==> src/rtl/subdac_pkg.sv <==
package subdac_pkg;
  typedef enum logic [1:0] {
    LV_CM  = 2'b00,
    LV_POS = 2'b01,
    LV_NEG = 2'b10
  } lvl_e;
endpackage

==> src/rtl/subdac_dec_count.sv <==
module subdac_dec_count #(
  parameter int NCTL = 6,
  localparam int NCMP = 2*NCTL+1,
  localparam int CNTW = $clog2(NCMP+1),
  localparam int MAGW = $clog2(NCTL+1)
) (
  input  logic [NCMP-1:0] cmp_i,
  output logic            neg_o,
  output logic [MAGW-1:0] mag_o
);
  logic [CNTW-1:0] cnt;

  always_comb begin
    cnt = '0;
    for (int i = 0; i < NCMP; i++) cnt = cnt + CNTW'(cmp_i[i]);
  end

  always_comb begin
    neg_o = (cnt <= CNTW'(NCTL));
    if (neg_o) mag_o = MAGW'(CNTW'(NCTL) - cnt);
    else       mag_o = MAGW'(cnt - CNTW'(NCTL+1));
  end
endmodule

==> src/rtl/subdac_lfsr.sv <==
module subdac_lfsr #(
  parameter int W = 7,
  parameter logic [W-1:0] TAPS = 7'b1100000,
  parameter logic [W-1:0] SEED = 7'h01
) (
  input  logic clk,
  input  logic rst_n,
  output logic bit_o
);
  logic [W-1:0] st_q, st_d;

  always_comb st_d = {st_q[W-2:0], ^(st_q & TAPS)};

  always_ff @(posedge clk or negedge rst_n) begin
    if (!rst_n) st_q <= SEED;
    else        st_q <= st_d;
  end

  assign bit_o = st_q[W-1];
endmodule

==> src/rtl/subdac_ctl_map.sv <==
module subdac_ctl_map
  import subdac_pkg::*;
#(
  parameter int NCTL = 6,
  localparam int MAGW = $clog2(NCTL+1)
) (
  input  logic              neg_i,
  input  logic [MAGW-1:0]   mag_i,
  input  logic [MAGW-1:0]   sel_i,
  input  logic              dith_a_i,
  input  logic              dith_b_i,
  output logic [2*NCTL-1:0] ctl_o,
  output logic              vld_o,
  output logic              gen_o,
  output logic              bit_o
);
  logic cal_on, full;
  lvl_e lvl, dlvl;
  logic dbit;

  always_comb begin
    cal_on = (sel_i != '0) && (sel_i <= MAGW'(NCTL));
    full   = (mag_i == MAGW'(NCTL));
    lvl    = neg_i ? LV_NEG : LV_POS;
    dlvl   = neg_i ? LV_POS : LV_NEG;
    dbit   = neg_i ? dith_b_i : dith_a_i;
    vld_o  = cal_on && !full;
    gen_o  = vld_o && neg_i;
    bit_o  = vld_o && dbit;
  end

  for (genvar j = 0; j < NCTL; j++) begin : g_fld
    localparam logic [MAGW-1:0] JV = MAGW'(j+1);
    logic [MAGW-1:0] rank;
    lvl_e f;
    always_comb begin
      rank = (JV < sel_i) ? JV : JV - MAGW'(1);
      if (full)                        f = lvl;
      else if (!cal_on)                f = (JV <= mag_i) ? lvl : LV_CM;
      else if (JV == sel_i)            f = dbit ? dlvl : LV_CM;
      else                             f = (rank <= mag_i) ? lvl : LV_CM;
    end
    assign ctl_o[2*j+1:2*j] = f;
  end
endmodule

==> src/rtl/subdac_cal_enc.sv <==
module subdac_cal_enc #(
  parameter int NCTL = 6,
  parameter int LFSR_W = 7,
  parameter logic [LFSR_W-1:0] TAPS   = 7'b1100000,
  parameter logic [LFSR_W-1:0] SEED_A = 7'h01,
  parameter logic [LFSR_W-1:0] SEED_B = 7'h55,
  localparam int NCMP = 2*NCTL+1,
  localparam int MAGW = $clog2(NCTL+1)
) (
  input  logic              clk,
  input  logic              rst_n,
  input  logic [NCMP-1:0]   cmp_i,
  input  logic [MAGW-1:0]   cal_sel_i,
  output logic [2*NCTL-1:0] ctl_o,
  output logic              dith_vld_o,
  output logic              dith_gen_o,
  output logic              dith_bit_o
);
  logic            neg;
  logic [MAGW-1:0] mag;
  logic            da, db;
  logic [2*NCTL-1:0] ctl_d;
  logic            vld_d, gen_d, bit_d;

  subdac_dec_count #(.NCTL(NCTL)) u_dec (.cmp_i(cmp_i), .neg_o(neg), .mag_o(mag));

  subdac_lfsr #(.W(LFSR_W), .TAPS(TAPS), .SEED(SEED_A)) u_gen_a (.clk(clk), .rst_n(rst_n), .bit_o(da));
  subdac_lfsr #(.W(LFSR_W), .TAPS(TAPS), .SEED(SEED_B)) u_gen_b (.clk(clk), .rst_n(rst_n), .bit_o(db));

  subdac_ctl_map #(.NCTL(NCTL)) u_map (
    .neg_i(neg), .mag_i(mag), .sel_i(cal_sel_i),
    .dith_a_i(da), .dith_b_i(db),
    .ctl_o(ctl_d), .vld_o(vld_d), .gen_o(gen_d), .bit_o(bit_d)
  );

  always_ff @(posedge clk or negedge rst_n) begin
    if (!rst_n) begin
      ctl_o      <= '0;
      dith_vld_o <= 1'b0;
      dith_gen_o <= 1'b0;
      dith_bit_o <= 1'b0;
    end else begin
      ctl_o      <= ctl_d;
      dith_vld_o <= vld_d;
      dith_gen_o <= gen_d;
      dith_bit_o <= bit_d;
    end
  end
endmodule

==> config.mk <==
export PLATFORM = sky130hd
export DESIGN_NAME = subdac_cal_enc
export DESIGN_NICKNAME = d
export VERILOG_FILES = /design/src/rtl/subdac_pkg.sv /design/src/rtl/subdac_dec_count.sv /design/src/rtl/subdac_lfsr.sv /design/src/rtl/subdac_ctl_map.sv /design/src/rtl/subdac_cal_enc.sv
export SDC_FILE = /design/constraint.sdc
export NUM_CORES = 1
export LEC_CHECK = 0
export ABC_AREA = 1
export CAP_MARGIN = 20
export CORE_MARGIN = 4
export CORE_UTILIZATION = 60
export DETAILED_ROUTE_END_ITERATION = 7
export DONT_BUFFER_PORTS = 1
export PLACE_DENSITY = 0.78
export SLEW_MARGIN = 10
export SYNTH_ARGS = -nofsm -noshare
export SYNTH_HDL_FRONTEND = slang
export SYNTH_SLANG_ARGS = --single-unit
==> constraint.sdc <==
create_clock -name clk -period 1.4 [get_ports clk]
set_clock_uncertainty 0.1 [all_clocks]
set_input_delay 0 -clock clk [delete_from_list [all_inputs] [get_ports clk]]
set_output_delay 0 -clock clk [all_outputs]
set_load 0.1 [all_outputs]
* Yosys cells after proc, flatten, opt, wreduce, memory -nomap -nowiden *
Cells that the tools add are included.

cells by class
  add/sub/neg operators = 14
  magnitude comparators = 20
  equal/unequal tests = 7
  muxes and demuxes = 41
  reduce and logical (&&, ||, !) cells = 8

operator list
  cell                                                       count
  2-to-1 mux 2 bit                                           35
  adder 4 x 1 -> 4 bit                                       11
  <= comparator 3 bit                                        6
  parity 7 bit                                               2
  == test 3 bit, first input constant                        3
  <= comparator 3 bit, first input constant                  3
  less-than comparator 3 bit, first input constant           3
  == test 2 x 3 -> 1 bit, first input constant               2
  <= comparator 2 x 3 -> 1 bit, first input constant         2
  less-than comparator 2 x 3 -> 1 bit, first input constant  2
  2-to-1 mux 3 bit                                           2
  <= comparator 4 x 3 -> 1 bit, second input constant        1
  logical AND 1 bit                                          4
  2-to-1 mux 1 bit                                           4
  == test 1 x 3 -> 1 bit, first input constant               1
  == test 3 bit, second input constant                       1
  <= comparator 1 x 3 -> 1 bit, first input constant         1
  <= comparator 3 bit, second input constant                 1
  less-than comparator 1 x 3 -> 1 bit, first input constant  1
  nonzero test 3 bit                                         1
  subtractor 3 bit, first input constant                     1
  subtractor 3 bit, second input constant                    1
  adder 1 x 1 -> 2 bit                                       1
  logical NOT 1 bit                                          1

storage, ports and cells
  register bits = 29
  input port bits = 18
  output and inout bits = 15
  word-level logic and storage cells = 96

* Depth between registers and ports, before layout *
Gate-level depths: netlist of the first run.

  depth after elaboration = 19
  gate-level depth with buffers = 26
  mapped depth without buffers = 26

* By module *
Synthesis of the first run repeated with hierarchy kept, for this count alone.

unflattened totals
  cells, all modules = 255
  area total of the unflattened synthesis = 1946.9 µm²

modules (own cells, without submodules)
  module                  times used  cells each  area each (µm²)  sequential area each (µm²)
  subdac_ctl_map          1           151         696.9            0.0
  subdac_dec_count        1           65          480.5            0.0
  subdac_cal_enc          1           15          375.4            375.4
  subdac_lfsr at u_gen_b  1           12          198.9            180.2
  subdac_lfsr at u_gen_a  1           12          195.2            176.4

* Worst setup path after synthesis of the first run *
Ideal clock, no wire load.

  path kind = input to register
  from = input cmp_i[0]
  to = register ctl_o[2]
  library setup time = 116 ps
  data arrival time = 4431 ps
  data required time = 1184 ps
  setup slack = -3247 ps
  cell stages on the path = 25
  buffers on the path = 0
  path through = ha_1 -> inv_1 -> fa_1 -> inv_1 -> fa_1 -> inv_1 -> fa_1 -> fa_1 -> inv_1 -> ha_1 -> fa_1 -> ha_1 -> nor2_1 -> nand3_2 -> nand4_1 -> nand2_4 -> ha_1 -> inv_1 -> o21ai_0 -> o21ai_0 -> nand3_1 -> nand2_1 -> nand2_1 -> nand2_1 -> nand2_1

on the way
  cells in the longest elaborated chain, start to end = 19
  elaborated cells on any way between the ends = 28
  classes of those cells = 14 x add/sub; 3 x order compare; 1 x eq/ne; 10 x mux

RTL lines
  item                                                  line                    source
  start, declared                                       subdac_cal_enc.sv:12    input logic [NCMP-1:0] cmp_i,
  adder 1 x 1 -> 2 bit (*)                              subdac_dec_count.sv:15  for (int i = 0; i < NCMP; i++) cnt = cnt + CNTW'(cmp_i[i]);
  adder 4 x 1 -> 4 bit (*) (11 in a row)                subdac_dec_count.sv:15
  <= comparator 4 x 3 -> 1 bit (tied with other cells)  subdac_dec_count.sv:19  neg_o = (cnt <= CNTW'(NCTL));
  2-to-1 mux 3 bit                                      subdac_dec_count.sv:20  if (neg_o) mag_o = MAGW'(CNTW'(NCTL) - cnt);
  <= comparator 3 bit                                   subdac_ctl_map.sv:41    else f = (rank <= mag_i) ? lvl : LV_CM;
  2-to-1 mux 2 bit                                      subdac_ctl_map.sv:41
  2-to-1 mux 2 bit                                      subdac_ctl_map.sv:40    else if (JV == sel_i) f = dbit ? dlvl : LV_CM;
  2-to-1 mux 2 bit                                      subdac_ctl_map.sv:39    else if (!cal_on) f = (JV <= mag_i) ? lvl : LV_CM;
  2-to-1 mux 2 bit (*)                                  subdac_ctl_map.sv:38    if (full) f = lvl;
  named net ctl_d[2]                                    subdac_cal_enc.sv:22    logic [2*NCTL-1:0] ctl_d;
  end signal, assigned                                  subdac_cal_enc.sv:43    ctl_o <= ctl_d;
  end, declared                                         subdac_cal_enc.sv:14    output logic [2*NCTL-1:0] ctl_o,

Mark *: on every way through the listed nets, which the timed path passes. The rest lies on a longest branch.

* Worst setup path after layout of the first run *
  from = input cmp_i[1]
  to = register ctl_o[9]

Same word-level chain as after synthesis.

==> results of run 1 <==
-- metrics by stage --
step	area, um2	hold slack, ps	util	setup slack, ps
3_5_place_dp	2450	-395	0.782	-3370
5_1_grt	2810	57.1	0.900	-3430
4_1_cts	2680	4.94	0.855	-3010
2_1_floorplan	2080	-396	-	-3100
3_3_place_gp	2450	-395	0.782	-3250
6_report	2810	13.9	0.900	-3310
-- worst min path at each step --
stage | cells after the start | endpoint | slack (ps) | from
final | 5 | ctl_o[4]$_DFF_PN0_ | 10 | cal_sel_i[1]
after global routing | 5 | ctl_o[4]$_DFF_PN0_ | 60 | cal_sel_i[1]
after CTS | 6 | ctl_o[7]$_DFF_PN0_ | 5 | cal_sel_i[1]
after detailed placement | 0 | dith_bit_o$_DFF_PN0_ | -390 | rst_n
after global placement | 0 | u_gen_a.st_q[5]$_DFF_PN0_ | -390 | rst_n
after floorplan | 0 | ctl_o[0]$_DFF_PN0_ | -400 | rst_n
-- state kept, by name (all words and copies together) (netlist names) --
register	flops
u_gen_b.st_q	7
dith_gen_o	1
dith_vld_o	1
dith_bit_o	1
ctl_o	12
u_gen_a.st_q	7
-- layout make-up --
type                            instances  area (um2)  area share
Multi-Input combinational cell        173        1270       0.450
Sequential cell                        29         732       0.260
Timing Repair Buffer                   59         500       0.178
Inverter                               50         204      0.0725
Tap cell                               44        55.1      0.0196
Clock buffer                            5        37.5      0.0133
Clock inverter                          3        17.5     0.00622
-- layout by cell type (no fill, tap or decap), types with 2 or more instances in the layout --
master,instances
nand2_1,59
buf_4,46
inv_1,34
dfrtp_1,24
nor2_1,15
nand3_1,13
inv_2,12
nand2_2,11
nand2_4,9
a21oi_1,7
ha_4,7
dlygate4sd3_1,7
o21ai_1,6
ha_1,6
nor3_1,5
fa_1,5
clkbuf_4,5
dfstp_2,5
nand3_2,4
o21ai_2,4
buf_6,4
nand3_4,3
nand4_1,3
clkinv_2,3
nor2_4,2
xor2_1,2
nor2_2,2
a21oi_2,2
fa_2,2
buf_12,2
-- layer usage --
| metal | vias up | global-route usage |
|---|---|---|
| li1 | 920 | - |
| met1 | 987 | 0.355 |
| met2 | 160 | 0.541 |
| met3 | 48 | 0.0850 |
| met4 | 0 | 0.127 |
| met5 | - | 0 |
-- what timing repair did --
action	4_1_cts	5_1_grt
buffers inserted	4	4
hold buffers	7	2
pin swaps	17	30
setup endpoints to repair	15	33
endpoints found under the hold margin	37	14
resized for setup	17	28
-- worst max-delay path, delay by kind of cell --
| kind | cells | cell delay (ps) |
|---|---|---|
| fa+ha+maj | 8 | 3330 |
| simple gates | 8 | 770 |
| buf+inv | 7 | 500 |
| compound gates | 1 | 230 |
-- logic make-up after synthesis --
family / count (synthesis)
and+or+nand+nor: 128
buffers and inverters: 51
DFF: 29
AOI/OAI and AO/OA: 23
adders and majority gates: 20
xor gates and xnor gates: 2
==> metrics.yaml, run 1 <==
setup_path:
  path_class: "in2reg"
  rrSetupSlack_ps: 150
  cp-startpoint: "cmp_i[1]"
  cp-endpoint: "ctl_o[9]$_DFF_PN0_"
  crit_chain: "ha_4 > inv_2 > fa_1 > inv_2 > fa_1 > inv_2 > fa_2 > fa_1 > inv_2 > ha_4 > fa_2 > ha_4 > nor2_4 > nand3_4 > nand3_4 > nand2_4 > nand2_4 > buf_12 > inv_8 > nand3_4 > nand2_4 > inv_1 > a21oi_1 > nand2_1"
  cp.required_ps: 1500
  reg2reg_depth: 4
  cp_data_arrival_time_ps: 4810
  endpoint_kind: "flop"
  rr_endpoint: "ctl_o[9]$_DFF_PN0_"
  worst_r2r_startpoint: "u_gen_a.st_q[6]$_DFF_PN0_"
  crit_top_cell: "inv_2"
  startpoint_type: "input port"
  crit_slowest_cell: "fa_2"
  slowest_delay_ps: 650
  path_max_fanout: 6
logic_synthesis:
  yosys-top-cells-area: "dfrtp_1, nand2_1, inv_1"
  synth.most_common_cell: "nand2_1"
  synth_top_family_by_area: "simple AND/OR/NAND/NOR gates"
  async_flop_share: 1.00
  syn-cell-area_um2: 2010
  netlist.area_leader.share: 0.299
  ys_ff_latch: 29
  synth_area_per_cell_um2: 7.93
  synth.distinct_cells: 28
  synth_edf_count: 0
  postSynthNetCount: 291
  muxShareOfSynthArea: 0
  synth_ff_type: "dfrtp_1"
  synth_xor_area_frac: 0.00873
  postSynthCellCount: 253
  ys_warn_count: 0
  synth_top_cell_by_area: "dfrtp_1"
  synth-simple-area-share: 0.310
  synth-compound-area-share: 0.0655
  ys_seq_area_frac: 0.365
  synth_commonest_cells: "nand2_1, inv_1, dfrtp_1"
  synthAdderAreaFrac: 0.151
clock_network:
  numCtsBuffers: 5
  cts_tree: "yes"
  htreeDepth: 2
  cts_root_buf: "clkbuf_4"
  clkLatencyLatePin_ps: 330
  cts_sinks: 29
  cts_max_path_buffers: 2
  path_clk_slew_ps: 100
placed_design:
  dpl.hpwl_um: 3910
  dp_cells: 339
  gpl.final_weighted_congestion: 0.976
  port-buffer-count: 0
die:
  rows: 20
  initial_core_util: 0.642
  core_area_um2: 3130
  dieArea_um2: 4330
  die_y_um: 65.8
  io_pins: 33
  fp.dieW_um: 65.8
run:
  drv_cap: 0
grt:
  grt_pass1_wl_um: 9950
  grt_pass1_vias: 2073
  grt_max_degree: 19
  grt-ovfl-total: 0
  grt_usage: 0.310
  antenna_found_initial: 0
detailed_routing:
  wl_per_cell_um: 19.2
  routed.top_layer: "met4"
  first_iter_violations: 150
  dr.pass1.iters: 6
  drt-total-wl_um: 6960
  drc_errors: 0
  route.met2.wl_um: 3350
  vias: 2115
  met1Wirelength_um: 2520
  routed-wl-met3_um: 727
  viasPerCell: 5.83
  antenna_left: 0
timing:
  rsz0062_at_grt: "true"
  setup_viol: 15
  worst_slew_pin_slew_ps: 647
  layout_min_cycle_time_ps: 4710
  slew_headroom: 0.567
  setup_tns_ps: -47540
  setup_ws_ps: -3310
  finalHoldViolCount: 0
  maxSlewViolCount: 0
  max_freq_mhz: 212
  period_share: 3.37
cells_and_area:
  syn_to_final_growth_pct: 40.2
  final-instance-count-excl-fill: 363
  num_antenna_cells: 0
  fill_cells: 137
  layout-drive-gt1-share: 0.401
  final_nets: 356
min_path:
  hold_path.class: "in2reg"
outcome:
  failed_checks: "setup timing"
  outcome: "complete, but fails checks"
Power of run 1 is not shown: default switching activity piles up to over one toggle a cycle in this logic, so the estimate is an artifact.
==> run 2, diff against run 1 <==
--- a/config.mk
+++ b/config.mk
@@ -11,6 +11,7 @@
 export CORE_UTILIZATION = 60
 export DETAILED_ROUTE_END_ITERATION = 7
 export DONT_BUFFER_PORTS = 1
+export GPL_TIMING_DRIVEN = 0
 export PLACE_DENSITY = 0.78
 export SLEW_MARGIN = 10
 export SYNTH_ARGS = -nofsm -noshare
==> metrics.yaml, run 2 (same netlist as run 1, synthesis figures left out) <==
timing:
  finalHoldViolCount: 0  # unchanged
  setup_ws_ps: -3050  # +262 ps
  whs_ps: 9.74  # -4.12 ps
  period_share: 3.18  # -0.187
  slew_headroom: 0.410  # -0.157
  worst_slew_pin_slew_ps: 886  # +238 ps
  layout_min_cycle_time_ps: 4450  # -262 ps
  setup_viol: 15  # unchanged
  rsz0062_at_grt: "true"
  maxSlewViolCount: 0  # unchanged
  max_freq_mhz: 225  # +5.9%
cells_and_area:
  num_antenna_cells: 0  # unchanged
  layout_commonest_cell: "nand2_1"
  largest-register: "ctl_o"
  largest_registers: "ctl_o x12, u_gen_a.st_q x7, u_gen_b.st_q x7"
  final_nets: 315  # -12%
  syn_to_final_growth_pct: 21.9
  largest_reg_flops: 12  # unchanged
  layout-drive-gt1-share: 0.273  # -0.128
  final_cell_mix: "nand2_1, inv_1, dfrtp_1, nor2_1, nand3_1"
outcome:
  failed_checks: "setup timing"
  outcome: "complete, but fails checks"
clock_network:
  cts_tree: "yes"
  htreeDepth: 2  # unchanged
  cts_sinks: 29  # unchanged
  cts_max_path_buffers: 2  # unchanged
  clkLatencyLatePin_ps: 310  # -20 ps
  cts_root_buf: "clkbuf_4"
  path_clk_slew_ps: 90  # about the same
  numCtsBuffers: 5  # unchanged
die:
  rows: 20  # unchanged
  die_y_um: 65.8  # unchanged
  core_area_um2: 3130  # unchanged
  dieArea_um2: 4330  # unchanged
  io_pins: 33  # unchanged
  initial_core_util: 0.642  # unchanged
  fp.dieW_um: 65.8  # unchanged
detailed_routing:
  dr.pass1.iters: 7  # +1
  drt-total-wl_um: 4680  # -33%
  antenna_left: 0  # unchanged
  drc_errors: 0  # unchanged
  viasPerCell: 5.40  # -7.3%
  vias: 1740  # -18%
  wl_per_cell_um: 14.5  # -24%
  first_iter_violations: 87  # -42%
run:
  drv_cap: 0  # unchanged
grt:
  grt_max_degree: 30  # +11
  grt_pass1_wl_um: 7210  # -28%
  antenna_found_initial: 0  # unchanged
  grt-ovfl-total: 0  # unchanged
  grt_usage: 0.224  # -0.0856
  grt_pass1_vias: 1656  # -20%
placed_design:
  dpl.hpwl_um: 3240  # -17%
  port-buffer-count: 0  # unchanged
  gpl.final_weighted_congestion: 0.907  # -7.1%
setup_path:
  cp_data_arrival_time_ps: 4580  # -230 ps
  cp.required_ps: 1530  # +30 ps
  endpoint_kind: "flop"
  startpoint_type: "input port"
  path_max_fanout: 4  # -2
  path_class: "in2reg"
min_path:
  hold_path.class: "in2async"
-- run 2: changes by cell type in the layout (fill, tap and decap cells not counted), moves of 4 or more --
cell,previous run,this run
buf_4,46,11
buf_6,4,0
inv_1,34,40
inv_2,12,6
nand2_1,59,64
-- run 2: area by class of cell --
| class | instances | area (um2) |
|---|---|---|
| flip-flops and latches | 29 | 734 |
| plain buffers | 1 | 7.51 |
| multi-input cells | 173 | 1210 |
| well taps | 44 | 55.1 |
| clock buffers | 7 | 65.1 |
| inverters | 50 | 198 |
| fillers | 204 | 682 |
| clock inverters | 1 | 5.00 |
| repair buffers | 17 | 175 |
-- run 2: critical path: stages --
cell	delay, ps
ha_4	240
inv_2	30
fa_1	470
inv_1	60
fa_1	500
inv_1	50
fa_1	470
fa_1	520
inv_2	50
ha_4	160
fa_2	600
ha_4	160
nor2_4	30
nand3_4	70
nand3_4	120
nand2_4	90
nand2_1	60
ha_1	270
nor2_1	30
nand2_1	80
nand2_1	80
a21oi_2	150
o21ai_1	110
o21ai_1	160
-- run 2: repair_timing --
action,CTS,global route
resized for setup,3,17
buffers inserted,9,3
hold endpoints to repair,39,0
pin swaps,7,19
cloned,0,0
hold buffers,5,0
setup endpoints to repair,15,17
-- run 2: path summary, 6_finish.rpt --
kind	from	slack [ps]	depth (start not counted)	endpoint
setup reg to reg	u_gen_b.st_q[6]$_DFF_PN1_	90	4	ctl_o[8]$_DFF_PN0_
setup / recovery	cmp_i[1]	-3050	24	ctl_o[8]$_DFF_PN0_
hold reg to reg	u_gen_a.st_q[2]$_DFF_PN0_	250	0	u_gen_a.st_q[3]$_DFF_PN0_
max in group asynchronous	rst_n	950	2	u_gen_b.st_q[6]$_DFF_PN1_
hold / removal	rst_n	10	2	ctl_o[9]$_DFF_PN0_
min in group clk	cal_sel_i[0]	80	6	ctl_o[0]$_DFF_PN0_
-- run 2: layer usage --
| metal | up-vias | track usage | wire [um] |
|---|---|---|---|
| met5 | - | 0 | 0 |
| met3 | 14 | 0.0765 | 382 |
| li1 | 838 | - | - |
| met1 | 798 | 0.265 | 1830 |
| met4 | 0 | 0.0751 | 102 |
| met2 | 90 | 0.379 | 2360 |
-- run 2: stage by stage --
stage               setup WS, ps  area [um2]   util  std cells  TNS [ps]
finish                     -3050        2450  0.782        322    -43790
global route               -3150        2450  0.782        322    -45500
CTS                        -2980        2350  0.750        319    -43470
detailed placement         -3430        2130  0.682        297    -48840
global placement           -3360        2130  0.682        297    -48070
floorplan                  -3100        2080      -        253    -44260
Power of run 2 is left out for the same reason.
==> run 3, diff against run 2 <==
--- a/config.mk
+++ b/config.mk
@@ -8,11 +8,11 @@
 export ABC_AREA = 1
 export CAP_MARGIN = 20
 export CORE_MARGIN = 4
-export CORE_UTILIZATION = 60
+export CORE_UTILIZATION = 36
 export DETAILED_ROUTE_END_ITERATION = 7
 export DONT_BUFFER_PORTS = 1
 export GPL_TIMING_DRIVEN = 0
-export PLACE_DENSITY = 0.78
+export PLACE_DENSITY = 0.52
 export SLEW_MARGIN = 10
 export SYNTH_ARGS = -nofsm -noshare
 export SYNTH_HDL_FRONTEND = slang
==> metrics.yaml, run 3 (same netlist as run 1, synthesis figures left out) <==
die:
  fp.dieW_um: 82.7  # +26%
  core_area_um2: 5270  # +68%
  dieArea_um2: 6830  # +58%
  io_pins: 33  # unchanged
  rows: 26  # +30%
  die_y_um: 82.7  # +26%
  initial_core_util: 0.381  # -0.261
grt:
  grt_max_degree: 30  # unchanged
  grt-ovfl-total: 0  # unchanged
  antenna_found_initial: 0  # unchanged
  grt_pass1_wl_um: 7270  # +0.76%
  grt_pass1_vias: 1616  # -2.4%
  grt_usage: 0.138  # -0.0857
setup_path:
  rrSetupSlack_ps: 140  # +50 ps
  worst_r2r_startpoint: "u_gen_b.st_q[6]$_DFF_PN1_"
  rr_endpoint: "ctl_o[8]$_DFF_PN0_"
  cp.required_ps: 1460  # -70 ps
  cp_data_arrival_time_ps: 4440  # -140 ps
  endpoint_kind: "flop"
  reg2reg_depth: 4  # unchanged
  path_max_fanout: 3  # -1
  path_class: "in2reg"
  startpoint_type: "input port"
detailed_routing:
  vias: 1635  # -6.0%
  wl_per_cell_um: 12.3  # -16%
  first_iter_violations: 53  # -39%
  drt-total-wl_um: 4290  # -8.3%
  antenna_left: 0  # unchanged
  drc_errors: 0  # unchanged
  viasPerCell: 4.67  # -14%
  dr.pass1.iters: 4  # -3
cells_and_area:
  largest-register: "ctl_o"
  num_antenna_cells: 0  # unchanged
  utilization: 0.477  # -0.305
  largest_registers: "ctl_o x12, u_gen_a.st_q x7, u_gen_b.st_q x7"
  final_nets: 317  # +0.63%
  layout_commonest_cell: "nand2_1"
  syn_to_final_growth_pct: 25.4
  layout-drive-gt1-share: 0.257  # -0.0162
  final_cell_mix: "nand2_1, inv_1, dfrtp_1, nand3_1, nor2_1"
  largest_reg_flops: 12  # unchanged
  fill_cells: 534  # +160%
outcome:
  failed_checks: "setup timing"
  outcome: "complete, but fails checks"
clock_network:
  cts_tree: "yes"
  cts_max_path_buffers: 2  # unchanged
  path_clk_slew_ps: 60  # -30 ps
  clkLatencyLatePin_ps: 270  # -40 ps
  cts_sinks: 29  # unchanged
  cts_root_buf: "clkbuf_8"
  htreeDepth: 2  # unchanged
  numCtsBuffers: 5  # unchanged
timing:
  rsz0062_at_grt: "true"
  finalHoldViolCount: 0  # unchanged
  worst_slew_pin_slew_ps: 880  # -5.09 ps
  whs_ps: 38.5  # +28.8 ps
  layout_min_cycle_time_ps: 4380  # -70.8 ps
  maxSlewViolCount: 0  # unchanged
  setup_viol: 15  # unchanged
  setup_ws_ps: -2980  # +70.8 ps
  max_freq_mhz: 228  # +1.6%
  slew_headroom: 0.413  # +0.00339
  period_share: 3.13  # -0.0506
placed_design:
  port-buffer-count: 0  # unchanged
  gpl.final_weighted_congestion: 0.840  # -7.4%
  dpl.hpwl_um: 3340  # +3.4%
run:
  drv_cap: 0  # unchanged
min_path:
  min_to: "ctl_o[6]$_DFF_PN0_"
  hold_path.class: "in2reg"
  hold_depth: 5
  hp-start: "cal_sel_i[0]"
-- run 3: changes by cell type in the layout (fill, tap and decap cells not counted), sizes merged --
cell,delta
dlygate4sd3,+3
buf,-1
bufinv,+1
clkinv,-1
-- run 3: through the flow --
stage          instance area, um2  setup slack (ps)  TNS, ps  std cells
2_1_floorplan                2080             -3100   -44260        253
3_3_place_gp                 2160             -3380   -48400        323
3_5_place_dp                 2160             -3420   -48780        323
4_1_cts                      2480             -3010   -43690        348
5_1_grt                      2520             -3260   -46700        350
6_report                     2520             -2980   -43590        350
-- run 3: layout make-up --
type / instances / area, um2 / share of cell area
buffer: 1 / 7.51 / 0.00298
clock inverter: 1 / 30.0 / 0.0119
timing repair buffer: 19 / 184 / 0.0731
inverter: 50 / 198 / 0.0786
multi-input combinational: 173 / 1190 / 0.473
tap: 70 / 87.6 / 0.0348
sequential: 29 / 732 / 0.291
clock buffer: 7 / 86.3 / 0.0343
-- run 3: how the worst max path moves through the flow --
stage / from / endpoint / slack [ps] / depth (start not counted)
4_1_cts: cmp_i[1] / ctl_o[3]$_DFF_PN0_ / -3010 / 25
2_1_floorplan: cmp_i[1] / ctl_o[3]$_DFF_PN0_ / -3100 / 24
5_1_grt: cmp_i[1] / ctl_o[3]$_DFF_PN0_ / -3260 / 26
3_5_place_dp: cmp_i[1] / ctl_o[3]$_DFF_PN0_ / -3420 / 26
6_report: cmp_i[1] / ctl_o[3]$_DFF_PN0_ / -2980 / 24
3_3_place_gp: cmp_i[1] / ctl_o[3]$_DFF_PN0_ / -3380 / 26
-- run 3: layer usage --
| metal | vias to the layer above | global-route usage | share of wire |
|---|---|---|---|
| li1 | 840 | - | - |
| met1 | 751 | 0.185 | 0.48 |
| met2 | 42 | 0.223 | 0.45 |
| met3 | 2 | 0.0390 | 0.064 |
| met4 | 0 | 0.0294 | 0.0030 |
| met5 | - | 0 | 0 |
-- run 3: repair_timing --
item                                    4_1_cts  5_1_grt
endpoints found under the hold margin        36        0
endpoints found under the setup margin       15       15
cloned                                        0        0
hold buffers                                  8        0
resized for setup                            13        7
pin swaps                                    11       12
setup buffers                                 9        2
-- run 3: critical path: stages --
cell	delay (ps)
ha_4	240
inv_2	30
fa_1	480
inv_2	40
fa_1	500
inv_1	50
fa_1	450
fa_1	500
inv_1	50
ha_2	170
fa_2	590
ha_4	230
inv_4	60
nand4_1	170
nand2_4	140
ha_4	210
inv_2	50
o21ai_1	50
o21ai_1	80
nand3_1	110
nand2_1	70
nand2_1	60
nand2_1	70
nand2_1	50
Power of run 3 is left out for the same reason.
